### src/rtl/commit_ctrl.sv
module commit_ctrl #(
  parameter int DEPTH    = 16,
  parameter int COMMIT_W = 4,
  parameter int SEQ_W    = 16,
  parameter int LQ_W     = 3,
  parameter int DST_W    = 2,
  localparam int IDX_W   = $clog2(DEPTH),
  localparam int OCC_W   = $clog2(DEPTH + 1),
  localparam int CNT_W   = $clog2(COMMIT_W + 1),
  localparam int FREE_W  = $clog2(COMMIT_W * ((1 << DST_W) - 1) + 1)
) (
  input  logic              clk,
  input  logic              rst_n,
  input  logic              alloc_valid,
  input  logic [SEQ_W-1:0]  alloc_seq,
  input  logic              alloc_nonspec,
  input  logic              alloc_load,
  input  logic              alloc_nop,
  input  logic [LQ_W-1:0]   alloc_lqidx,
  input  logic [DST_W-1:0]  alloc_ndest,
  output logic              alloc_ready,
  output logic [IDX_W-1:0]  alloc_slot,
  input  logic              mark_valid,
  input  logic [IDX_W-1:0]  mark_slot,
  input  logic              mark_exec,
  input  logic              mark_fault,
  input  logic              store_pend,
  output logic              done_valid,
  output logic [SEQ_W-1:0]  done_seq,
  output logic [CNT_W-1:0]  retire_cnt,
  output logic [FREE_W-1:0] free_regs,
  output logic              hand_valid,
  output logic [SEQ_W-1:0]  hand_seq,
  output logic              hand_uncached,
  output logic [LQ_W-1:0]   hand_lqidx,
  output logic              illegal,
  output logic [OCC_W-1:0]  occupancy
);
  logic [SEQ_W-1:0] seq_q [DEPTH];
  logic [LQ_W-1:0]  lq_q  [DEPTH];
  logic [DST_W-1:0] nd_q  [DEPTH];
  logic [DEPTH-1:0] rdy_q, exe_q, flt_q, nsp_q, ld_q, nop_q;
  logic [IDX_W-1:0] head_q, tail_q;
  logic [OCC_W-1:0] count_q;

  assign alloc_ready = count_q < OCC_W'(DEPTH);
  assign alloc_slot  = tail_q;
  assign occupancy   = count_q;
  wire alloc_fire = alloc_valid && alloc_ready;

  logic [CNT_W-1:0]  n_c;
  logic [FREE_W-1:0] free_c;
  logic [SEQ_W-1:0]  last_c, hs_c;
  logic [LQ_W-1:0]   hl_c;
  logic [IDX_W-1:0]  clr_slot, s;
  logic              stop, hv_c, hu_c, ill_c;

  always_comb begin
    n_c = '0; free_c = '0; last_c = '0; hs_c = '0; hl_c = '0;
    clr_slot = '0; s = '0; stop = 1'b0; hv_c = 1'b0; hu_c = 1'b0; ill_c = 1'b0;
    for (int i = 0; i < COMMIT_W; i++) begin
      s = head_q + IDX_W'(i);
      if (!stop) begin
        if (OCC_W'(i) >= count_q || !rdy_q[s]) stop = 1'b1;
        else if (flt_q[s] && !nop_q[s]) stop = 1'b1;
        else if (!exe_q[s]) begin
          stop = 1'b1;
          if (nsp_q[s]) begin
            if (n_c == '0 && !store_pend) begin
              hv_c = 1'b1; hs_c = seq_q[s]; clr_slot = s;
            end
          end else if (ld_q[s]) begin
            hv_c = 1'b1; hu_c = 1'b1; hs_c = seq_q[s]; hl_c = lq_q[s]; clr_slot = s;
          end else ill_c = 1'b1;
        end else begin
          n_c    = n_c + 1'b1;
          free_c = free_c + FREE_W'(nd_q[s]);
          last_c = seq_q[s];
        end
      end
    end
  end

  always_ff @(posedge clk) begin
    if (!rst_n) begin
      head_q <= '0; tail_q <= '0; count_q <= '0;
      rdy_q <= '0; exe_q <= '0; flt_q <= '0; nsp_q <= '0; ld_q <= '0; nop_q <= '0;
      done_valid <= 1'b0; done_seq <= '0; retire_cnt <= '0; free_regs <= '0;
      hand_valid <= 1'b0; hand_seq <= '0; hand_uncached <= 1'b0; hand_lqidx <= '0;
      illegal <= 1'b0;
    end else begin
      if (alloc_fire) begin
        seq_q[tail_q] <= alloc_seq;
        lq_q[tail_q]  <= alloc_lqidx;
        nd_q[tail_q]  <= alloc_ndest;
        nsp_q[tail_q] <= alloc_nonspec;
        ld_q[tail_q]  <= alloc_load;
        nop_q[tail_q] <= alloc_nop;
        rdy_q[tail_q] <= alloc_nonspec;
        exe_q[tail_q] <= 1'b0;
        flt_q[tail_q] <= 1'b0;
      end
      if (hv_c) rdy_q[clr_slot] <= 1'b0;
      if (mark_valid) begin
        rdy_q[mark_slot] <= 1'b1;
        exe_q[mark_slot] <= mark_exec;
        flt_q[mark_slot] <= mark_fault;
      end
      head_q  <= head_q + IDX_W'(n_c);
      tail_q  <= tail_q + IDX_W'(alloc_fire);
      count_q <= count_q + OCC_W'(alloc_fire) - OCC_W'(n_c);
      done_valid <= n_c != '0;
      if (n_c != '0) done_seq <= last_c;
      retire_cnt    <= n_c;
      free_regs     <= free_c;
      hand_valid    <= hv_c;
      hand_seq      <= hs_c;
      hand_uncached <= hu_c;
      hand_lqidx    <= hl_c;
      illegal       <= ill_c;
    end
  end

  p_width_r2: assert property (@(posedge clk) disable iff (!rst_n)
    int'(retire_cnt) <= COMMIT_W);
  p_ns_stall_r5: assert property (@(posedge clk) disable iff (!rst_n)
    hand_valid && !hand_uncached |-> retire_cnt == '0 && !$past(store_pend));
  p_free_r6: assert property (@(posedge clk) disable iff (!rst_n)
    retire_cnt == '0 |-> free_regs == '0 && !done_valid);
  p_occ_r7: assert property (@(posedge clk) disable iff (!rst_n)
    1'b1 |=> int'(occupancy) == int'($past(occupancy)) + int'($past(alloc_fire)) - int'(retire_cnt));
  p_one_stop_r10: assert property (@(posedge clk) disable iff (!rst_n)
    $onehot0({hand_valid, illegal}));
  p_bound_r11: assert property (@(posedge clk) disable iff (!rst_n)
    int'(occupancy) <= DEPTH);
endmodule

### config.mk
export PLATFORM = sky130hd
export DESIGN_NAME = commit_ctrl
export DESIGN_NICKNAME = d
export VERILOG_FILES = /design/src/rtl/commit_ctrl.sv
export SDC_FILE = /design/constraint.sdc
export NUM_CORES = 1
export LEC_CHECK = 0
export ABC_CLOCK_PERIOD_IN_PS = 13550
export BUFFER_PORTS_ARGS = -buffer_cell sky130_fd_sc_hd__buf_4
export CORE_UTILIZATION = 65
export CTS_BUF_LIST = sky130_fd_sc_hd__clkbuf_4 sky130_fd_sc_hd__clkbuf_8
export DETAILED_ROUTE_END_ITERATION = 6
export PLACE_DENSITY_LB_ADDON = 0.15
export SETUP_SLACK_MARGIN = 0.3
export SLEW_MARGIN = 20
export SYNTH_ARGS = -nofsm -noshare
export SYNTH_HDL_FRONTEND = slang
export SYNTH_SLANG_ARGS = --single-unit
export TNS_END_PERCENT = 50
### constraint.sdc
create_clock -name clk -period 13.55 [get_ports clk]
set_input_delay 2.71 -clock clk [delete_from_list [all_inputs] [get_ports clk]]
set_output_delay 2.71 -clock clk [all_outputs]
set_load 0.005 [all_outputs]
## After elaboration in Yosys (flattened, before gate mapping)

Memory sizes are Yosys's and may differ from the RTL's. A register that Yosys moved wholly into a read port is not among the register bits.
Cells that the tools add are included.
Widths: inputs -> output; s select.

- Register bits after elaboration: 155
- Latch bits: 0
- Bits in writable memories: 336
- Memory bits (read-only): 0
- Bits of input ports: 35
- Output and inout bits: 56
- Word-level logic and storage cells: 365
- Memories: 3

- Add/sub/neg operators: 13
- Multiply operators: 0
- Div/mod/pow operators: 0
- $lt $le $gt $ge: 15
- Equal/unequal tests: 0
- Shift-type cells: 0
- Mux-type cells: 282
- Bitwise logic cells: 6
- Reduce and logical (&&, ||, !) cells: 28

Memories:

| name | words | width | rd ports | clocked after memory_dff | write ports | line | text |
|---|---|---|---|---|---|---|---|
| seq_q | 16 | 16 | 4 | 1 | 1 | 39 | `logic [SEQ_W-1:0] seq_q [DEPTH];` |
| lq_q | 16 | 3 | 4 | 1 | 1 | 40 | `logic [LQ_W-1:0] lq_q [DEPTH];` |
| nd_q | 16 | 2 | 4 | 1 | 1 | 41 | `logic [DST_W-1:0] nd_q [DEPTH];` |

Operators by type and width:

| operator | number |
|---|---|
| $mux 16 | 53 |
| $mux 4 | 42 |
| $mux 1 | 115 |
| $mux 3 | 36 |
| $bmux 1 s4 | 24 |
| $bwmux 16 | 6 |
| $and 16x16->16 | 3 |
| $lt 4x5->1 const B | 7 |
| $not 16->16 | 2 |
| $or 16x16->16 | 1 |
| $add 4x2->4 | 3 |
| $demux 1 s4 | 3 |
| $ge 4x1->1 const B | 3 |
| $logic_and 1x1->1 | 11 |
| $ge 1x5->1 const A | 2 |
| $ge 2x5->1 const A | 2 |
| $add 3x1->3 const B | 3 |
| $logic_not 1->1 | 9 |
| $logic_not 3->1 | 3 |
| $add 4x2->4 const B | 2 |
| $mux 2 | 3 |
| $add 5x1->5 | 1 |
| $lt 5x5->1 const B | 1 |
| $sub 5x3->5 | 1 |
| other kinds (5) | 8 |

## Longest topological paths before layout

- Depth in word-level cells: 36
- Depth in mapped cells: 32
- Gate-level depth less buffers: 23

## Worst setup path before layout

No wires, ideal clock.

- Path type: reg2reg
- Start: register head_q[0]
- End: register free_regs[1]
- Setup time: 70 ps
- Data arrival time: 7175 ps
- Data required time: 13480 ps
- Setup slack: 6304 ps
- Stages on the path, launching flop included: 31
- Buffers on the path: 13
- Clock period less this slack: 7246 ps
- Cell sequence: dfxtp_1 > buf_4 > buf_2 > inv_2 > buf_1 > clkbuf_1 > ha_1 > buf_4 > buf_4 > buf_4 > buf_4 > buf_4 > buf_2 > buf_2 > buf_2 > buf_1 > mux4_2 > mux4_2 > ha_1 > inv_1 > fa_1 > nor3_1 > a21oi_1 > nor2_1 > inv_1 > fa_1 > o21a_1 > fa_1 > mux2i_1 > nand3_1 > a21oi_1

- Cells in the longest elaborated chain, start to end: 21
- Elaborated cells on any way between the ends: 81
- Classes of those cells: 6 x add/sub; 58 x mux; 16 x reduce/logical; 1 x memory

Ends and longest elaborated chain:

| what | line | text |
|---|---|---|
| from (decl) | 43 | `logic [IDX_W-1:0] head_q, tail_q;` |
| from (signal assigned) | 109 | `head_q <= head_q + IDX_W'(n_c);` |
| branches (longest 20 deep; another with $add 4x1->4) | - |  |
| $mux 4 (*) | 63 | `if (!stop) begin` |
| to (signal assigned) | 115 | `free_regs <= free_c;` |
| to (decl) | 31 | `output logic [FREE_W-1:0] free_regs,` |

Every way passes the cells marked *. The select of a mux whose other input is x is not followed.
A chain may end at the register's enable or synchronous reset.

## Final worst setup path

- Start: register head_q[1]
- End: register free_regs[3]

Same word-level chain as after synthesis.

==> flow_metrics.tcl <==
set metrics [dict create \
    setup.worst_path.start "head_q[1]$_SDFF_PN0_" \
    antenna_found_initial 0 \
    core_um2 46700 \
    dp.cells 2809 \
    tightest_slew_ns 1.14 \
    cts_inserted_buffers 79 \
    irDropWorstVdd_v 0.000120 \
    drive_above_1_share_pct 33.8 \
    clk_path_buf_depth 3 \
    yosysTopAreaCellShare_pct 33.7 \
    rsz0062_at_grt "no" \
    fmax_mhz 129 \
    crit_required_ns 14.12 \
    htreeDepth 3 \
    relSlewSlack_pct 23.5 \
    routedWlPerCell_um 32.7 \
    die_w_um 220 \
    clock-root-buffer "clkbuf_8" \
    final-max-slew-violation-count 0 \
    r2r_setup_slack_ns 5.79 \
    r2r-end "free_regs[3]$_SDFF_PN0_" \
    avgSynthCellArea_um2 13.7 \
    max-cap-violations 0 \
    post-route-period-util_pct 57.2 \
    finalClockSkew_ns 0.0405 \
    fin_area_um2 33800 \
    n_fill_cell 2998 \
    route.detailed.drc 10 \
    power_mw 3.31 \
    clkPwrFrac_pct 42.3 \
    grt_usage_pct 40.6 \
    synth.distinct_cells 74 \
    hp-class "reg2reg" \
    syn_nets 2320 \
    clkLatencyLatePin_ns 0.71 \
    reg2reg_depth 21 \
    path_clk_slew_ns 0.07 \
    cpMaxStageDelayCell "ha_4" \
    place.gp.congestion 0.992 \
    yosys_register_bits 491 \
    critPathCaptureType "register" \
    areaGrowthSynthToFinish_pct 9.58 \
    ant_nets 0 \
    power_switching_uw 803 \
    synth_commonest_cells "mux4_2 (461), edfxtp_1 (336), nand2_1 (308)" \
    synth.largest_area_cell "mux4_2" \
    grt_max_degree 170 \
    status "finished with violations" \
    rows 79 \
    postLayoutCoreUtil_pct 72.5 \
    power_frac_seq_pct 50.1 \
    vias 23200 \
    grt-ovfl-total 0 \
    start_util_pct 66.1 \
    vias_per_cell 7.86 \
    drt_wl_total_mm 96.5 \
    fin_tns_setup_ns 0 \
    failed_checks "DRC" \
    synthArstFlopShare_pct 0 \
    yosysMostFrequentCell "mux4_2" \
    cts_tree "yes" \
    grt_pass1_wl_mm 141 \
    netlist_top_cells_area "mux4_2 (34%), edfxtp_1 (33%), dfxtp_1 (10%), nand2_1 (3.7%), mux2i_1 (1.9%)" \
    start_kind "register" \
    switching_share_pct 24.2 \
    hold_viol 0 \
    path_class "reg2reg" \
    p_per_area_nw_per_um2 97.9 \
    cp.depth 21 \
    ys_seq_area_share_pct 42.8 \
    p_int_mw 2.51 \
    hpwlAfterDp_mm 60.3 \
    combPwrFrac_pct 7.6 \
    cpPeakStageDelay_ns 0.84 \
    path_delay_family "buffers and inverters" \
    synthesis.instances 2255 \
    setup_viol 0 \
    worstPathCellList "clkinv_1 -> ha_4 -> buf_4 -> buf_4 -> mux4_2 -> mux4_2 -> ha_1 -> inv_1 -> fa_1 -> nor3_1 -> a21oi_1 -> nor2_1 -> inv_1 -> fa_1 -> o21ai_0 -> ha_1 -> a21oi_1 -> nor2_1 -> nand4b_1 -> xor2_1 -> nor3_1" \
    ys.flop_type "edfxtp_1" \
    firstDrtPassIters 7 \
    cts_sinks 491 \
    synth-edff-count 336 \
    path_buf_inv 5 \
    arrival_ns 8.33 \
    place_area_um2 32000 \
    ys_warn_count 0 \
    first_global_vias 22100 \
    die_y_um 220 \
    cts_hold_buf 0 \
    io_pins 91 \
    finish.net_count 2350 \
    critPathMaxFanout 56 \
    leakage_nw 10.5 \
    port_buffers 90 \
    r2r-start "head_q[1]$_SDFF_PN0_" \
    post_cts_resize_count 0 \
    period_needed_ns 7.76 \
    drt_iter0_markers 3856 \
    post_cts_buffers 0 \
    die-area_um2 48300 \
    crit_end "free_regs[3]$_SDFF_PN0_" \
    fin_cells 2955 \
    syn_area_um2 30900 \
]
[worst min-delay path by stage]
stage	from	depth (start not counted)	slack (ns)	endpoint
floorplan	nop_q[13]$_SDFFE_PN0P_	2	0.43	nop_q[13]$_SDFFE_PN0P_
global placement	nop_q[14]$_SDFFE_PN0P_	2	0.44	nop_q[14]$_SDFFE_PN0P_
detailed placement	nop_q[15]$_SDFFE_PN0P_	2	0.45	nop_q[15]$_SDFFE_PN0P_
CTS	nop_q[15]$_SDFFE_PN0P_	2	0.46	nop_q[15]$_SDFFE_PN0P_
global route	nop_q[7]$_SDFFE_PN0P_	2	0.48	nop_q[7]$_SDFFE_PN0P_
finish	nop_q[7]$_SDFFE_PN0P_	2	0.46	nop_q[7]$_SDFFE_PN0P_
[layout make-up]
class / count / area (um^2) / area share, %
multi-input combinational: 1550 / 16900 / 50.1
sequential: 491 / 13200 / 39.1
clock buffer: 114 / 1400 / 4.14
timing repair buffer: 135 / 1090 / 3.21
tap: 607 / 759 / 2.25
clock inverter: 29 / 314 / 0.929
inverter: 28 / 108 / 0.318
antenna: 1 / 2.50 / 0.00740
[worst min-delay path: stages (launching register included)]
cell and delay [ns]:
dfxtp_1 0.31, nand2_1 0.05, a21oi_1 0.05
[power groups by stage]
stage	registers [mW]	clock network, mW	logic, mW
after floorplan	1.68	0	0.151
after global placement	1.69	0	0.236
after detailed placement	1.69	0	0.244
after CTS	1.66	1.40	0.244
after global routing	1.66	1.46	0.264
final	1.66	1.40	0.250
[cell families (layout without fill, tap and decap cells)]
kind of cell | Yosys count | after routing | synth area share, %
AND/OR/NAND/NOR | 702 | 702 | 10.5
multiplexers | 530 | 530 | 35.9
flip-flops | 491 | 491 | 42.8
AO/OA/AOI/OAI | 269 | 269 | 5.72
buffers and inverters | 214 | 306 | 3.13
adder cells (fa/ha/maj) | 30 | 30 | 1.34
XOR/XNOR | 19 | 19 | 0.588
other | 0 | 1 | 0
[metrics by stage]
| stage | setup slack (ns) | hold slack [ns] |
|---|---|---|
| after floorplan | 6.30 | 0.431 |
| after global placement | 6.06 | 0.441 |
| after detailed placement | 5.84 | 0.450 |
| after CTS | 5.85 | 0.458 |
| after global routing | 5.33 | 0.483 |
| final | 5.79 | 0.457 |
[registers in the layout, summed over array words and instances, names as in the netlist]
signal,flops
seq_q,256
lq_q,48
nd_q,32
done_seq,16
exe_q,16
flt_q,16
hand_seq,16
ld_q,16
nop_q,16
nsp_q,16
rdy_q,16
occupancy,5
alloc_slot,4
free_regs,4
head_q,4
hand_lqidx,3
retire_cnt,3
done_valid,1
hand_uncached,1
hand_valid,1
illegal,1
[cell usage in the layout (no fill, tap or decap), types with 19 or more instances in the layout]
| master | Yosys | layout |
|---|---|---|
| inv_1 | 24 | 24 |
| a22oi_1 | 21 | 21 |
| mux2i_1 | 59 | 59 |
| nand2b_1 | 20 | 20 |
| nor2_1 | 118 | 101 |
| buf_4 | 18 | 129 |
| mux4_2 | 461 | 461 |
| nor3b_1 | 19 | 19 |
| a21oi_1 | 106 | 106 |
| nand3_1 | 90 | 90 |
| dfxtp_1 | 155 | 151 |
| nand2_1 | 308 | 307 |
| ha_1 | 25 | 23 |
| o21ai_0 | 26 | 26 |
| nor3_1 | 43 | 42 |
| edfxtp_1 | 336 | 336 |
| clkbuf_8 | 0 | 87 |
| clkbuf_4 | 0 | 27 |
| a31oi_1 | 21 | 21 |
[layer usage]
metal  up-vias  global-route usage, %  wire, um
li1       9232                      -         -
met1     11500                   55.6     33000
met2      2048                   61.0     44900
met3       414                   9.21     12900
met4         0                   22.1      5760
met5         -                      0         0
Power figures use the tool's default switching activity.
